**src/rtl/bcd_timekeeper.sv**
```systemverilog
module bcd_timekeeper #(
  parameter int AW = 3
) (
  input  logic          clk,
  input  logic          rst_n,
  input  logic          tick,
  input  logic          we,
  input  logic [AW-1:0] addr,
  input  logic [7:0]    wdata,
  output logic [7:0]    rdata
);
  localparam int NF = 7;
  localparam int SEC = 0, MIN = 1, HR = 2, WDAY = 3, MDAY = 4, MON = 5, YR = 6;

  logic [7:0] cur [NF];
  logic [7:0] shd [NF];
  logic [7:0] nxt [NF];
  logic [2:0] ctrl;
  logic       pend;

  function automatic logic [7:0] fmask(input int i);
    case (i)
      SEC, MIN: return 8'h7f;
      HR, MDAY: return 8'h3f;
      WDAY:     return 8'h07;
      MON:      return 8'h1f;
      default:  return 8'hff;
    endcase
  endfunction

  function automatic logic [7:0] rst_val(input int i);
    return (i == WDAY || i == MDAY || i == MON) ? 8'h01 : 8'h00;
  endfunction

  function automatic logic [7:0] inc(input logic [7:0] b);
    return (b[3:0] == 4'd9) ? {b[7:4] + 4'd1, 4'd0} : b + 8'd1;
  endfunction

  wire frz  = ctrl[0];
  wire halt = ctrl[1];
  wire stp  = ctrl[2];

  wire              is_ctl = (addr == '0);
  wire              is_tm  = (addr != '0) && (int'(addr) <= NF);
  wire [2:0]        fidx   = 3'(int'(addr) - 1);
  wire              load   = we && is_ctl && halt && !wdata[1];
  wire              adv    = !halt && !stp && (tick || pend);

  logic [7:0] ybin, last;
  logic       c_min, c_hr, c_day, c_mon, c_yr;

  always_comb begin
    ybin = {4'd0, cur[YR][7:4]} * 8'd10 + {4'd0, cur[YR][3:0]};
    case (cur[MON])
      8'h02:                      last = (ybin[1:0] == 2'd0) ? 8'h29 : 8'h28;
      8'h04, 8'h06, 8'h09, 8'h11: last = 8'h30;
      default:                    last = 8'h31;
    endcase
    c_min = cur[SEC] == 8'h59;
    c_hr  = c_min && cur[MIN] == 8'h59;
    c_day = c_hr && cur[HR] == 8'h23;
    c_mon = c_day && cur[MDAY] == last;
    c_yr  = c_mon && cur[MON] == 8'h12;
    for (int i = 0; i < NF; i++) nxt[i] = cur[i];
    nxt[SEC] = c_min ? 8'h00 : inc(cur[SEC]);
    if (c_min) nxt[MIN] = c_hr ? 8'h00 : inc(cur[MIN]);
    if (c_hr)  nxt[HR]  = c_day ? 8'h00 : inc(cur[HR]);
    if (c_day) begin
      nxt[WDAY] = (cur[WDAY] == 8'h07) ? 8'h01 : cur[WDAY] + 8'd1;
      nxt[MDAY] = c_mon ? 8'h01 : inc(cur[MDAY]);
    end
    if (c_mon) nxt[MON] = c_yr ? 8'h01 : inc(cur[MON]);
    if (c_yr)  nxt[YR]  = (cur[YR] == 8'h99) ? 8'h00 : inc(cur[YR]);
  end

  always_ff @(posedge clk) begin
    if (!rst_n) begin
      ctrl <= '0;
      pend <= 1'b0;
      for (int i = 0; i < NF; i++) begin
        cur[i] <= rst_val(i);
        shd[i] <= rst_val(i);
      end
    end else begin
      if (we && is_ctl) ctrl <= wdata[2:0];

      if (load) begin
        for (int i = 0; i < NF; i++) cur[i] <= shd[i];
        pend <= pend || (tick && !stp);
      end else if (halt) begin
        if (tick && !stp) pend <= 1'b1;
      end else if (adv) begin
        for (int i = 0; i < NF; i++) cur[i] <= nxt[i];
        pend <= tick && pend;
      end

      if (halt) begin
        if (we && is_tm) shd[fidx] <= wdata & fmask(int'(fidx));
      end else if (!frz) begin
        for (int i = 0; i < NF; i++) shd[i] <= cur[i];
      end
    end
  end

  always_comb begin
    rdata = 8'h00;
    if (is_ctl)     rdata = {5'd0, ctrl};
    else if (is_tm) rdata = (frz || halt) ? shd[fidx] : cur[fidx];
  end
endmodule

```
**config.mk**
```make
export PLATFORM = sky130hd
export DESIGN_NAME = bcd_timekeeper
export DESIGN_NICKNAME = d
export VERILOG_FILES = /design/src/rtl/bcd_timekeeper.sv
export SDC_FILE = /design/constraint.sdc
export NUM_CORES = 1
export LEC_CHECK = 0
export ABC_AREA = 1
export BUFFER_PORTS_ARGS = -buffer_cell sky130_fd_sc_hd__clkbuf_2
export CORE_MARGIN = 2
export CORE_UTILIZATION = 30
export DETAILED_ROUTE_END_ITERATION = 7
export PLACE_DENSITY = 0.53
export SLEW_MARGIN = 30
export SYNTH_ARGS = -nofsm -noshare
export SYNTH_HDL_FRONTEND = slang
export SYNTH_SLANG_ARGS = --single-unit
```
**constraint.sdc**
```tcl
create_clock -name clk -period 3.4 [get_ports clk]
set_input_delay 0.51 -clock clk [delete_from_list [all_inputs] [get_ports clk]]
set_output_delay 0.51 -clock clk [all_outputs]
set_load 0.1 [all_outputs]
```
# --- Yosys cells after proc, flatten, opt, wreduce, memory -nomap -nowiden ---
# Memory sizes are Yosys's and may differ from the RTL's.
# Cells that the tools add are included.
totals:
  register_bits: 4
  ramBits: 112
  n_memories: 2
  wordCells: 166
  in_bits: 15
  out_inout_bits: 8
mem_list:
  columns: ["memory", "depth", "word_bits", "rd", "rd_clocked_by_memory_dff", "wr", "line_no", "text"]
  rows:
  - ["cur", 7, 8, 8, 0, 7, "15", "logic [7:0] cur [NF];"]
  - ["shd", 7, 8, 8, 0, 7, "16", "logic [7:0] shd [NF];"]
op_classes:
  eq_ne: 24
  n_bitwise: 22
  muxes: 72
  reduce_logical: 28
  addsub: 15
  mul: 1
ops:
  columns: ["operator", "n"]
  rows:
  - ["$mux W8", 45]
  - ["$add A8 B1 Y8 const B", 7]
  - ["$pmux W8 S4", 1]
  - ["$add A4 B1 Y4 const B", 6]
  - ["$eq A4 B4 Y1 const B", 6]
  - ["$eq A8 B3 Y1 const B", 3]
  - ["$mux W1", 23]
  - ["$or A1 B1 Y1", 21]
  - ["$eq A8 B5 Y1 const B", 2]
  - ["$eq A8 B7 Y1 const B", 2]
  - ["$mux W16", 1]
  - ["$logic_and A1 B1 Y1", 12]
  - ["$pmux W5 S2", 1]
  - ["$and A8 B8 Y8", 1]
  - ["$eq A8 B2 Y1 const B", 1]
  - ["$eq A8 B4 Y1 const B", 1]
  - ["$eq A8 B6 Y1 const B", 1]
  - ["$eq A8 B8 Y1", 1]
  - ["$eq A8 B8 Y1 const B", 1]
  - ["$reduce_or A8 Y1", 1]
  - ["$eq A3 B2 Y1 const B", 2]
  - ["$eq A3 B3 Y1 const B", 2]
  - ["$logic_not A3 Y1", 2]
  - ["$reduce_bool A3 Y1", 2]
  - ["12 further kinds", 17]

# --- Longest topological paths before layout ---
# Gate-level depths: netlist of run 1.
# An unclocked memory read counts as a cell.
depth:
  depth_word: 12
  mapped_depth: 14
  depth_no_buf: 13

# --- Worst setup path after synthesis of run 1 ---
# Ideal clock, no wire load.
synth_path:
  path_kind: "input port to output port"
  from: "in addr[0]"
  to: "out rdata[7]"
  t_required_ns: 2.890
  path_stages: 13
  n_path_buf: 3
  slack_ns: -0.684
  arrival_ns: 3.574
  path_cell_list: "buf_4 inv_1 ha_1 ha_1 buf_2 inv_2 nand3_2 inv_1 buf_2 nand2_1 o2111ai_1 nor3b_1 a21oi_1"
synth_via:
  elab_chain_cells: 5
  elab_cells_between_ends: 8
  cone_classes: "add/sub: 1; mux: 3; reduce/logical: 2; memory: 2"
synth_lines:
  columns: ["item", "line_no", "text"]
  rows:
  - ["from (decl)", "8", "input logic [AW-1:0] addr,"]
  - ["$sub A3 B1 Y3", "45", "wire [2:0] fidx = 3'(int'(addr) - 1);"]
  - ["$mem_v2 Z7 W8, on equally long branches", null, null]
  - ["$mux W8 (2 in a row)", "108", "else if (is_tm) rdata = (frz || halt) ? shd[fidx] : cur[fidx];"]
  - ["$mux W8 (*)", "107", "if (is_ctl) rdata = {5'd0, ctrl};"]
  - ["to (decl)", "10", "output logic [7:0] rdata"]
# Mark *: on every way between the ends. The rest lies on a longest branch, timed or not.

# --- Worst setup path in the final report of run 1 ---
layout_path:
  from: "in addr[1]"
  to: "out rdata[2]"
# The elaborated chain is that of the path after synthesis.

==> results of run 1 <==
area by class of cell:
type | count | area share (%)
clock buffers | 18 | 4.80
flip-flops and latches | 124 | 41.2
repair buffers | 50 | 4.93
well taps | 330 | 4.62
multi-input cells | 599 | 37.6
clock inverters | 14 | 1.44
inverters | 127 | 5.34
synth_stat cells, types with 6 or more instances:
| library cell | number |
|---|---|
| nand4_1 | 20 |
| xor2_1 | 18 |
| a21oi_1 | 52 |
| inv_1 | 117 |
| nor3_1 | 10 |
| inv_2 | 9 |
| clkbuf_1 | 11 |
| ha_1 | 28 |
| nor2_1 | 58 |
| nand3_2 | 6 |
| a22oi_1 | 9 |
| nand3_1 | 66 |
| o22ai_1 | 72 |
| buf_2 | 8 |
| edfxtp_1 | 120 |
| o21ai_0 | 41 |
| nand2_1 | 163 |
metrics by stage:
| step | instance area, sq um | setup TNS, ns | hold slack, ns |
|---|---|---|---|
| after CTS | 8920 | 0 | 0.296 |
| after global routing | 8930 | 0 | 0.309 |
| after detailed placement | 8370 | 0 | 0.457 |
| final | 8930 | 0 | 0.301 |
| after floorplan | 7620 | -0.135 | 0.437 |
| after global placement | 8370 | 0 | 0.456 |
routing by layer:
layer	vias up	part of all wire, %
met5	-	0
met4	0	1.8
met1	3277	45
li1	3197	-
met3	36	7.8
met2	318	45
how the worst min path moves through the flow:
stage,endpoint,slack (ns),cells after the start
after floorplan,ctrl[0],0.44,2
after global placement,ctrl[0],0.46,2
after detailed placement,ctrl[0],0.46,2
after CTS,shd[7][2],0.30,1
after global routing,shd[7][2],0.31,1
final,shd[7][2],0.30,1
state kept, by name, summed over array words and instances, names as in the netlist:
signal	cells
cur	56
pend	1
ctrl	3
shd	64
power by group through the flow:
stage / combinational (mW) / sequential (mW) / clock, mW
floorplan: 0.614 / 1.95 / 0
global placement: 0.940 / 2.02 / 0
detailed placement: 0.940 / 2.02 / 0
CTS: 0.944 / 1.99 / 1.79
global route: 1.03 / 2.01 / 1.84
finish: 0.957 / 2.00 / 1.78
kinds of logic after synthesis:
group                      count (synthesis)  share of synthesized area [%]
xor gates and xnor gates                  20                           2.31
adders and majority gates                 28                           4.62
and+or+nand+nor                          344                           20.4
DFF                                      124                           48.6
AOI/OAI and AO/OA                        207                           16.4
buffers and inverters                    149                           7.66
timing repair:
item,4_1_cts,5_1_grt
resized for setup,0,2
setup endpoints to repair,0,2
endpoints found under the hold margin,0,0
==> results.md, run 1 <==
* Relative slew margins at a little over a third
* N_diodes at 0
* Synthesized cell area at 0.00758 sq mm
* Area of the multi-input gates at 0.00336 sq mm
* DP HPWL at 20000 um
* Clock Root Buffer: clkbuf_16
* Most frequent cells in the layout: nand2_1, edfxtp_1, inv_1
* TritonRoute pass-1 iters at 5
* Final core utilization at 35.8%
* CTS Sinks at between 100 and 150
* Std-Cell Rows at 58
* Clock slew at reported path FFs at 0.06 ns
* Mean Syn Cell Area at 8.69 sq um
* Most common cell after layout, fill and taps aside: nand2_1
* CP max stage cell: ha_2
* Met3 GRT Util at between 3 and 4%
* HP Class: in -> reg
* Async SR Flop Fraction at 0%
* CTS max path bufs at 2
* Placed insts at 1230
* Post-synth top area cell: edfxtp_1
* Top_reg_cell synth: edfxtp_1
* Reg area at 0.00368 sq mm
* CP bufs+invs at 4
* Final net count at 962
* Hold_sp: wdata[2]
* R2r worst-path depth at 10
* Iter 0 DRT Violations at 815
* Max-slew violation count at 0
* GR peak layer: met2
* Yosys Warn Count at 0
* Synth Register Bits at ~120
* GPL Wtd Cong at 0.978
* CTS tree: yes
* P_int at 3.20 mW
* First-pass GRT wire length at 40500 um
* CP startpoint kind: input port
* Setup slack, reg-to-reg at 0.39 ns
* Levels on crit path at 14
* Worst vdd ir at 0.000369 V
* Pre-CTS setup slack at 0.176 ns
* Final wirelength at 27100 um
* Vias in the first global route at 6458
* Synth cell types at 47
* Power Density at 530 mW/mm^2
* Final hold vios at 0
* Reg-to-reg startpoint: cur[0][1]
* Vias per cell at 5.41
* CP max FO at 9
* Worst setup path end: rdata[2]
* Hold_buf cts at 0
* Area contributors post-synth: edfxtp_1, nand2_1, o22ai_1
* Layout cells sized above 1 at 12.9%
* Initial antenna violation count at 0
* Seq pwr share at a little over two fifths
* Die area at 0.0266 sq mm
* Combinational power share at approximately a fifth
* Largest stage delay on the critical path at 0.35 ns
* Post-synth EDFFs at 120
* Synth top area share at 47.5%
* Power, Total at ~4.7 mW
* Worst Path Required at just under 3 ns
* Area growth syn-to-layout at 17.8%
* PortBufs at 22
* Worst Path Arrival at 2.68 ns
* Detailed-route wire length per cell at roughly 21 um
* Final setup viols at 0
* Clock power share at 37.6%
* CTS H-tree lvls at 4
* # DRC at 0
* Post-DRT Antenna Nets at 0
* RSZ-0062 raised after global routing: no
* Worst Skew at 0.00913 ns
* Number of fill cells in the layout at 2617
* Crit Path Class: in -> out
* FMAX at 314 MHz
* Worst Max-Slew Pin Slew at 0.973 ns
* Post-CTS Setup Inserts at 0
* Status: finished, final reports clean
* Critical path endpoint category: output port
* Initial Utilization at 30.4%
* Static Leakage at between 3 and 4 nW
* TritonCTS buffer count at 17
* Die Height at approximately 160 um
* Core Region at 0.0250 sq mm
* Crit path from: addr[1]
* Final WS setup at 0.215 ns
* Largest net degree at the start of global routing at 46
* Global-route track usage on met2 at between 30% and 40%
* Net switching power at 1.53 mW
* Reg-to-Reg End: cur[6][4]
* Die span in x at about 160 um
* IO Pins at 23
* Vias at 6828
* Final Critical Period at 3.19 ns
* Max-Cap Viols at 0
* Cells after Synth at approximately 870
* Gr ovfl total at 0
* Switch share at 32.3%
* Finished Layout Cells at 1262
* GRT Total Usage at between 20% and 30%
* Sequential area share after synthesis at between 40% and 50%
* Post-Syn Nets at just over 900
* Clock latency on the worst-skew pair at 0.43 ns
* Grt met1 use at 29.8%
* CP Cell Sequence: clkbuf_2 > inv_1 > ha_1 > ha_2 > inv_2 > nand2_2 > nor2_2 > nand2_1 > o21ai_0 > a21oi_1 > nand4_1 > nand3_1 > o21ai_2 > buf_12
* Top delay family on crit path: simple AND/OR/NAND/NOR gates
* Post-route clock period utilization at 93.7%
Note: power is estimated with default switching activity, not from simulation.
==> run 2: changes to the inputs <==
Settings changed: BUFFER_PORTS_ARGS -buffer_cell sky130_fd_sc_hd__clkbuf_2 to -buffer_cell sky130_fd_sc_hd__buf_2, CORE_ASPECT_RATIO set to 1.75.
==> run 2 against run 1 <==
Net effect:
- combinational power increased by 1%
- cell count decreased by 1.3%
- sequential cell count did not move
- fmax fell by 1.7%
- sequential power barely moved
- non-clock buffer count shrank 2
==> results.md, run 2 (synthesis results as in run 1) <==
* Std-Cell Rows at 77 (was 58)
* TritonCTS buffer count at 17 (unchanged)
* Worst Path Arrival at 2.73 ns (was 2.68 ns)
* Final Critical Period at 3.24 ns (was 3.19 ns)
* Placed insts at 1214 (was 1230)
* Finished Layout Cells at 1245 (was 1262)
* Post-DRT Antenna Nets at 0 (unchanged)
* Vias per cell at 5.55 (was 5.41)
* GPL Wtd Cong at 1.05 (was 0.978)
* Max FFs per register at 64 (unchanged)
* Relative slew margins at 47.7% (was 34.9%)
* Worst Path Required at 2.89 ns (about the same)
* Final WS setup at 0.161 ns (was 0.215 ns)
* Die area at 0.0266 sq mm (about the same)
* TritonRoute pass-1 iters at 6 (was 5)
* Initial Utilization at 30.3% (was 30.4%)
* PortBufs at 22 (unchanged)
* DP HPWL at 22400 um (was 20000 um)
* Max-Cap Viols at 0 (unchanged)
* Power Density at 543 mW/mm^2 (was 530 mW/mm^2)
* CTS H-tree lvls at 4 (unchanged)
* Static Leakage at 3.58 nW (was 3.57 nW)
* HP Class: in -> reg (unchanged)
* Pre-CTS setup slack at 0.0325 ns (was 0.176 ns)
* Largest net degree at the start of global routing at 36 (was 46)
* Gr ovfl total at 0 (unchanged)
* Post-CTS Setup Inserts at 0 (unchanged)
* Initial antenna violation count at 0 (unchanged)
* Most common cell after layout, fill and taps aside: nand2_1 (unchanged)
* Post-route clock period utilization at 95.3% (was 93.7%)
* Most frequent cells in the layout: nand2_1, edfxtp_1, inv_1 (unchanged)
* CP startpoint kind: input port (unchanged)
* Vias at 6915 (was 6828)
* Final core utilization at 35.7% (was 35.8%)
* Status: finished, final reports clean (unchanged)
* Final hold vios at 0 (unchanged)
* Die Height at 214 um (was 163 um)
* Area growth syn-to-layout at 17.8% (about the same)
* FMAX at 309 MHz (was 314 MHz)
* Core Region at 0.0250 sq mm (about the same)
* Iter 0 DRT Violations at 625 (was 815)
* Largest Register: shd (unchanged)
* Hold_sp: wdata[2] (unchanged)
* CTS tree: yes (unchanged)
* Vias in the first global route at 6846 (was 6458)
* Final setup viols at 0 (unchanged)
* Hold_buf cts at 0 (unchanged)
* Final net count at 960 (was 962)
* RSZ-0062 raised after global routing: no (unchanged)
* Clock latency on the worst-skew pair at 0.44 ns (was 0.43 ns)
* Worst vdd ir at 0.000429 V (was 0.000369 V)
* Crit Path Class: in -> out (unchanged)
* Die span in x at 124 um (was 163 um)
* N_diodes at 0 (unchanged)
* Crit path from: addr[1] (unchanged)
* Top flop regs: shd (64), cur (56), ctrl (3) (unchanged)
* Critical path endpoint category: output port (unchanged)
* # DRC at 0 (unchanged)
* Clock Root Buffer: clkbuf_16 (unchanged)
* Detailed-route wire length per cell at 23.4 um (was 21.5 um)
* Power, Total at 4.85 mW (was 4.73 mW)
* Reg-to-reg startpoint: cur[0][1] (unchanged)
* Worst Skew at 0.00758 ns (was 0.00913 ns)
* CTS max path bufs at 2 (unchanged)
* Worst Max-Slew Pin Slew at 0.781 ns (was 0.973 ns)
* IO Pins at 23 (unchanged)
* Max-slew violation count at 0 (unchanged)
* CTS Sinks at 124 (unchanged)
* Post_cts resized at 0 (unchanged)
* Clock slew at reported path FFs at 0.05 ns (was 0.06 ns)
* Final wirelength at 29200 um (was 27100 um)
* GRT Total Usage at 22.4% (was 20.8%)
* Layout cells sized above 1 at 12.3% (was 12.9%)
* CP max FO at 13 (was 9)
* First-pass GRT wire length at 42400 um (was 40500 um)
* Worst hold margin at 0.285 ns (was 0.301 ns)
[run 2: per-stage QoR]
stage / setup TNS [ns] / area (sq um)
floorplan: -0.135 / 7620
detailed placement: 0 / 8330
CTS: 0 / 8920
finish: 0 / 8930
global route: 0 / 8930
global placement: 0 / 8330
[run 2: cell type report]
| class | count | area [sq um] |
|---|---|---|
| clock buffer | 20 | 437 |
| clock inverter | 11 | 150 |
| fill | 2631 | 16100 |
| inverter | 127 | 477 |
| multi-input combinational | 599 | 3370 |
| sequential | 124 | 3680 |
| tap | 316 | 395 |
| timing repair buffer | 48 | 423 |
[run 2: path summary, 6_finish.rpt]
path               endpoint  depth (start not counted)  slack (ns)
setup / recovery   rdata[5]                         11        0.16
hold / removal    shd[7][2]                          1        0.29
hold reg to reg     ctrl[0]                          2        0.46
setup reg to reg  cur[6][0]                         12        0.53
[run 2: worst max-delay path, stage by stage]
cell and delay [ns]:
buf_2 0.09, inv_1 0.08, ha_1 0.19, ha_2 0.44
nand3_1 0.18, inv_1 0.37, a211oi_1 0.15, nand3_1 0.09
nand2_1 0.08, nor2_4 0.11, buf_2 0.44
[run 2: where the power goes]
| group | switching (mW) | internal (mW) |
|---|---|---|
| registers | 0.157 | 1.84 |
| logic | 0.679 | 0.289 |
| clock network | 0.681 | 1.21 |
| total | 1.52 | 3.34 |
[run 2: per-layer routing]
metal  track usage [%]  share of wire, %  vias up
met2              39.5                52      309
met3              3.91               5.1      101
met1              23.5                35     3316
met4              15.5               7.5        0
met5                 0                 0        -
li1                  -                 -     3189
==> run 3: changes to the inputs <==
Settings changed: CORE_MARGIN 2 to not set, TNS_END_PERCENT set to 10.
==> run 3 against run 2 <==
Net effect:
- die area decreased by 2.5%
- global-route usage increased by 1.0 points
- clock skew about the same
- fmax decreased by 1.4%
- clock-buffer cell count decreased by 2
- sequential power about the same
- final area increased by 0.36%
- setup slack got worse by 0.046 ns
- critical path type unchanged
- critical endpoint is now rdata[2]
- largest cell class unchanged
- largest power group unchanged
==> results.md, run 3 (synthesis results as in run 1) <==
* Status: finished, final reports clean (unchanged)
* Crit Path Class: in -> out (unchanged)
* Vias in the first global route at 6793 (was 6846)
* Layout cells sized above 1 at 12.8% (was 12.3%)
* DR top layer: met4 (unchanged)
* Final setup viols at 0 (unchanged)
* CP startpoint kind: input port (unchanged)
* RSZ-0062 raised after global routing: no (unchanged)
* Worst Max-Slew Pin Slew at 0.664 ns (was 0.781 ns)
* P_int at 3.27 mW (was 3.34 mW)
* Die Height at 212 um (was 214 um)
* Post-CTS Setup Inserts at 0 (unchanged)
* Final Critical Period at 3.28 ns (was 3.24 ns)
* Clock slew at reported path FFs at 0.05 ns (about the same)
* CTS tree: yes (unchanged)
* Wire length on met2 at 15500 um (was 15300 um)
* R2r worst-path depth at 11 (was 12)
* N_diodes at 0 (unchanged)
* Worst Skew at 0.00752 ns (was 0.00758 ns)
* TritonRoute pass-1 iters at 5 (was 6)
* Largest Register: shd (unchanged)
* Max-Cap Viols at 0 (unchanged)
* Clock latency on the worst-skew pair at 0.44 ns (about the same)
* Vias per cell at 5.53 (was 5.55)
* Seq pwr share at 41.9% (was 41.2%)
* Detailed-route wire length per cell at 23.2 um (was 23.4 um)
* Max-slew violation count at 0 (unchanged)
* Top flop regs: shd (64), cur (56), ctrl (3) (unchanged)
* Crit path from: addr[1] (unchanged)
* Reg area at 0.00368 sq mm (unchanged)
* Setup slack, reg-to-reg at 0.61 ns (was 0.53 ns)
* Critical path endpoint category: output port (unchanged)
* Static Leakage at 3.63 nW (was 3.58 nW)
* Net switching power at 1.49 mW (was 1.52 mW)
* Final hold vios at 0 (unchanged)
* Worst Path Required at 2.89 ns (about the same)
* Vias at 6932 (was 6915)
* Most frequent cells in the layout: nand2_1, edfxtp_1, inv_1 (unchanged)
* Area growth syn-to-layout at 18.3% (was 17.8%)
* # DRC at 0 (unchanged)
* Clock power share at 37.7% (was 38.9%)
* Switch share at 31.3% (was 31.2%)
* GPL Wtd Cong at 1.05 (about the same)
* IO Pins at 23 (unchanged)
* Reg-to-Reg End: cur[5][0] (was cur[6][0])
* Worst vdd ir at 0.000324 V (was 0.000429 V)
* DP HPWL at 22600 um (was 22400 um)
* CTS max path bufs at 2 (unchanged)
* Initial antenna violation count at 0 (unchanged)
* Core Region at 0.0247 sq mm (was 0.0250 sq mm)
* PortBufs at 22 (unchanged)
* Post_cts resized at 0 (unchanged)
* GRT Total Usage at 23.5% (was 22.4%)
* TritonCTS buffer count at 17 (unchanged)
* Relative slew margins at 55.6% (was 47.7%)
* Die area at 0.0259 sq mm (was 0.0266 sq mm)
* Reg-to-reg startpoint: cur[0][5] (was cur[0][1])
* HP Class: in -> reg (unchanged)
* Dpl cell area at 0.00840 sq mm (was 0.00833 sq mm)
* Design area at 0.00896 sq mm (was 0.00893 sq mm)
* Final net count at 973 (was 960)
* Initial Utilization at 30.7% (was 30.3%)
* Combinational power share at 20.4% (was 19.9%)
* Clock Root Buffer: clkbuf_16 (unchanged)
* Std-Cell Rows at 76 (was 77)
* Power, Total at 4.76 mW (was 4.85 mW)
* Hold_buf cts at 0 (unchanged)
* Die span in x at 122 um (was 124 um)
* Power Density at 531 mW/mm^2 (was 543 mW/mm^2)
* Final wirelength at 29100 um (was 29200 um)
* Iter 0 DRT Violations at 526 (was 625)
* Most common cell after layout, fill and taps aside: nand2_1 (unchanged)
* Worst setup path end: rdata[2] (was rdata[5])
* First-pass GRT wire length at 42800 um (was 42400 um)
* Area of the multi-input gates at 0.00333 sq mm (was 0.00337 sq mm)
* CP max FO at 7 (was 13)
* Gr ovfl total at 0 (unchanged)
* Post-Route M1 WL at 10100 um (was 10200 um)
* Post-DRT Antenna Nets at 0 (unchanged)
* Met3 routed WL at 1250 um (was 1480 um)
* Worst Path Arrival at 2.77 ns (was 2.73 ns)
* Number of fill cells in the layout at 2557 (was 2631)
* CTS H-tree lvls at 4 (unchanged)
* FMAX at 304 MHz (was 309 MHz)
* Largest net degree at the start of global routing at 46 (was 36)
* Max FFs per register at 64 (unchanged)
* Post-route clock period utilization at 96.6% (was 95.3%)
* CTS Sinks at 124 (unchanged)
run 3: critical path: stages:
cell and delay, ns:
buf_2 0.10, inv_1 0.09, ha_1 0.20, ha_1 0.38, inv_2 0.16, nand3_1 0.28
o21ai_0 0.33, a21oi_1 0.10, nand4_1 0.09, nand3_1 0.15, o21ai_1 0.18, buf_12 0.21
run 3: area by class of cell:
cell class | count | share of cell area (%)
clock buffers | 18 | 4.79
clock inverters | 13 | 1.47
inverters | 127 | 5.32
multi-input cells | 599 | 37.2
flip-flops and latches | 124 | 41.1
well taps | 312 | 4.35
repair buffers | 61 | 5.83
run 3: worst min-delay path by stage:
stage	start	to	slack, ns	depth (start not counted)
after floorplan	ctrl[0]	ctrl[0]	0.44	2
after global placement	ctrl[0]	ctrl[0]	0.45	2
after detailed placement	ctrl[0]	ctrl[0]	0.46	2
after CTS	wdata[1]	shd[7][1]	0.30	1
after global routing	wdata[1]	shd[7][1]	0.30	1
final	wdata[1]	shd[7][1]	0.31	1
run 3: per-layer routing:
metal | global-route usage, % | up-vias
met4 | 17.5 | 0
met5 | 0 | -
met2 | 42.8 | 283
met3 | 3.51 | 96
li1 | - | 3212
met1 | 23.8 | 3341
run 3: metrics by stage:
stage / worst slack, ns / cells / hold WS, ns / utilization [%] / setup TNS [ns]
finish: 0.116 / 1254 / 0.307 / 36.3 / 0
global placement: 0.133 / 1223 / 0.454 / 34.0 / 0
CTS: 0.132 / 1254 / 0.295 / 36.3 / 0
global route: 0.00237 / 1254 / 0.299 / 36.3 / 0
floorplan: -0.191 / 872 / 0.437 / - / -0.575
detailed placement: 0.139 / 1223 / 0.459 / 34.0 / 0
run 3: power groups by stage:
stage          Sequential (mW)  Combinational [mW]  Clock (mW)
2_1_floorplan             1.95               0.605           0
6_report                  1.99               0.972        1.80
5_1_grt                   2.01                1.04        1.85
3_5_place_dp              2.02               0.960           0
4_1_cts                   1.99               0.965        1.80
3_3_place_gp              2.02               0.959           0
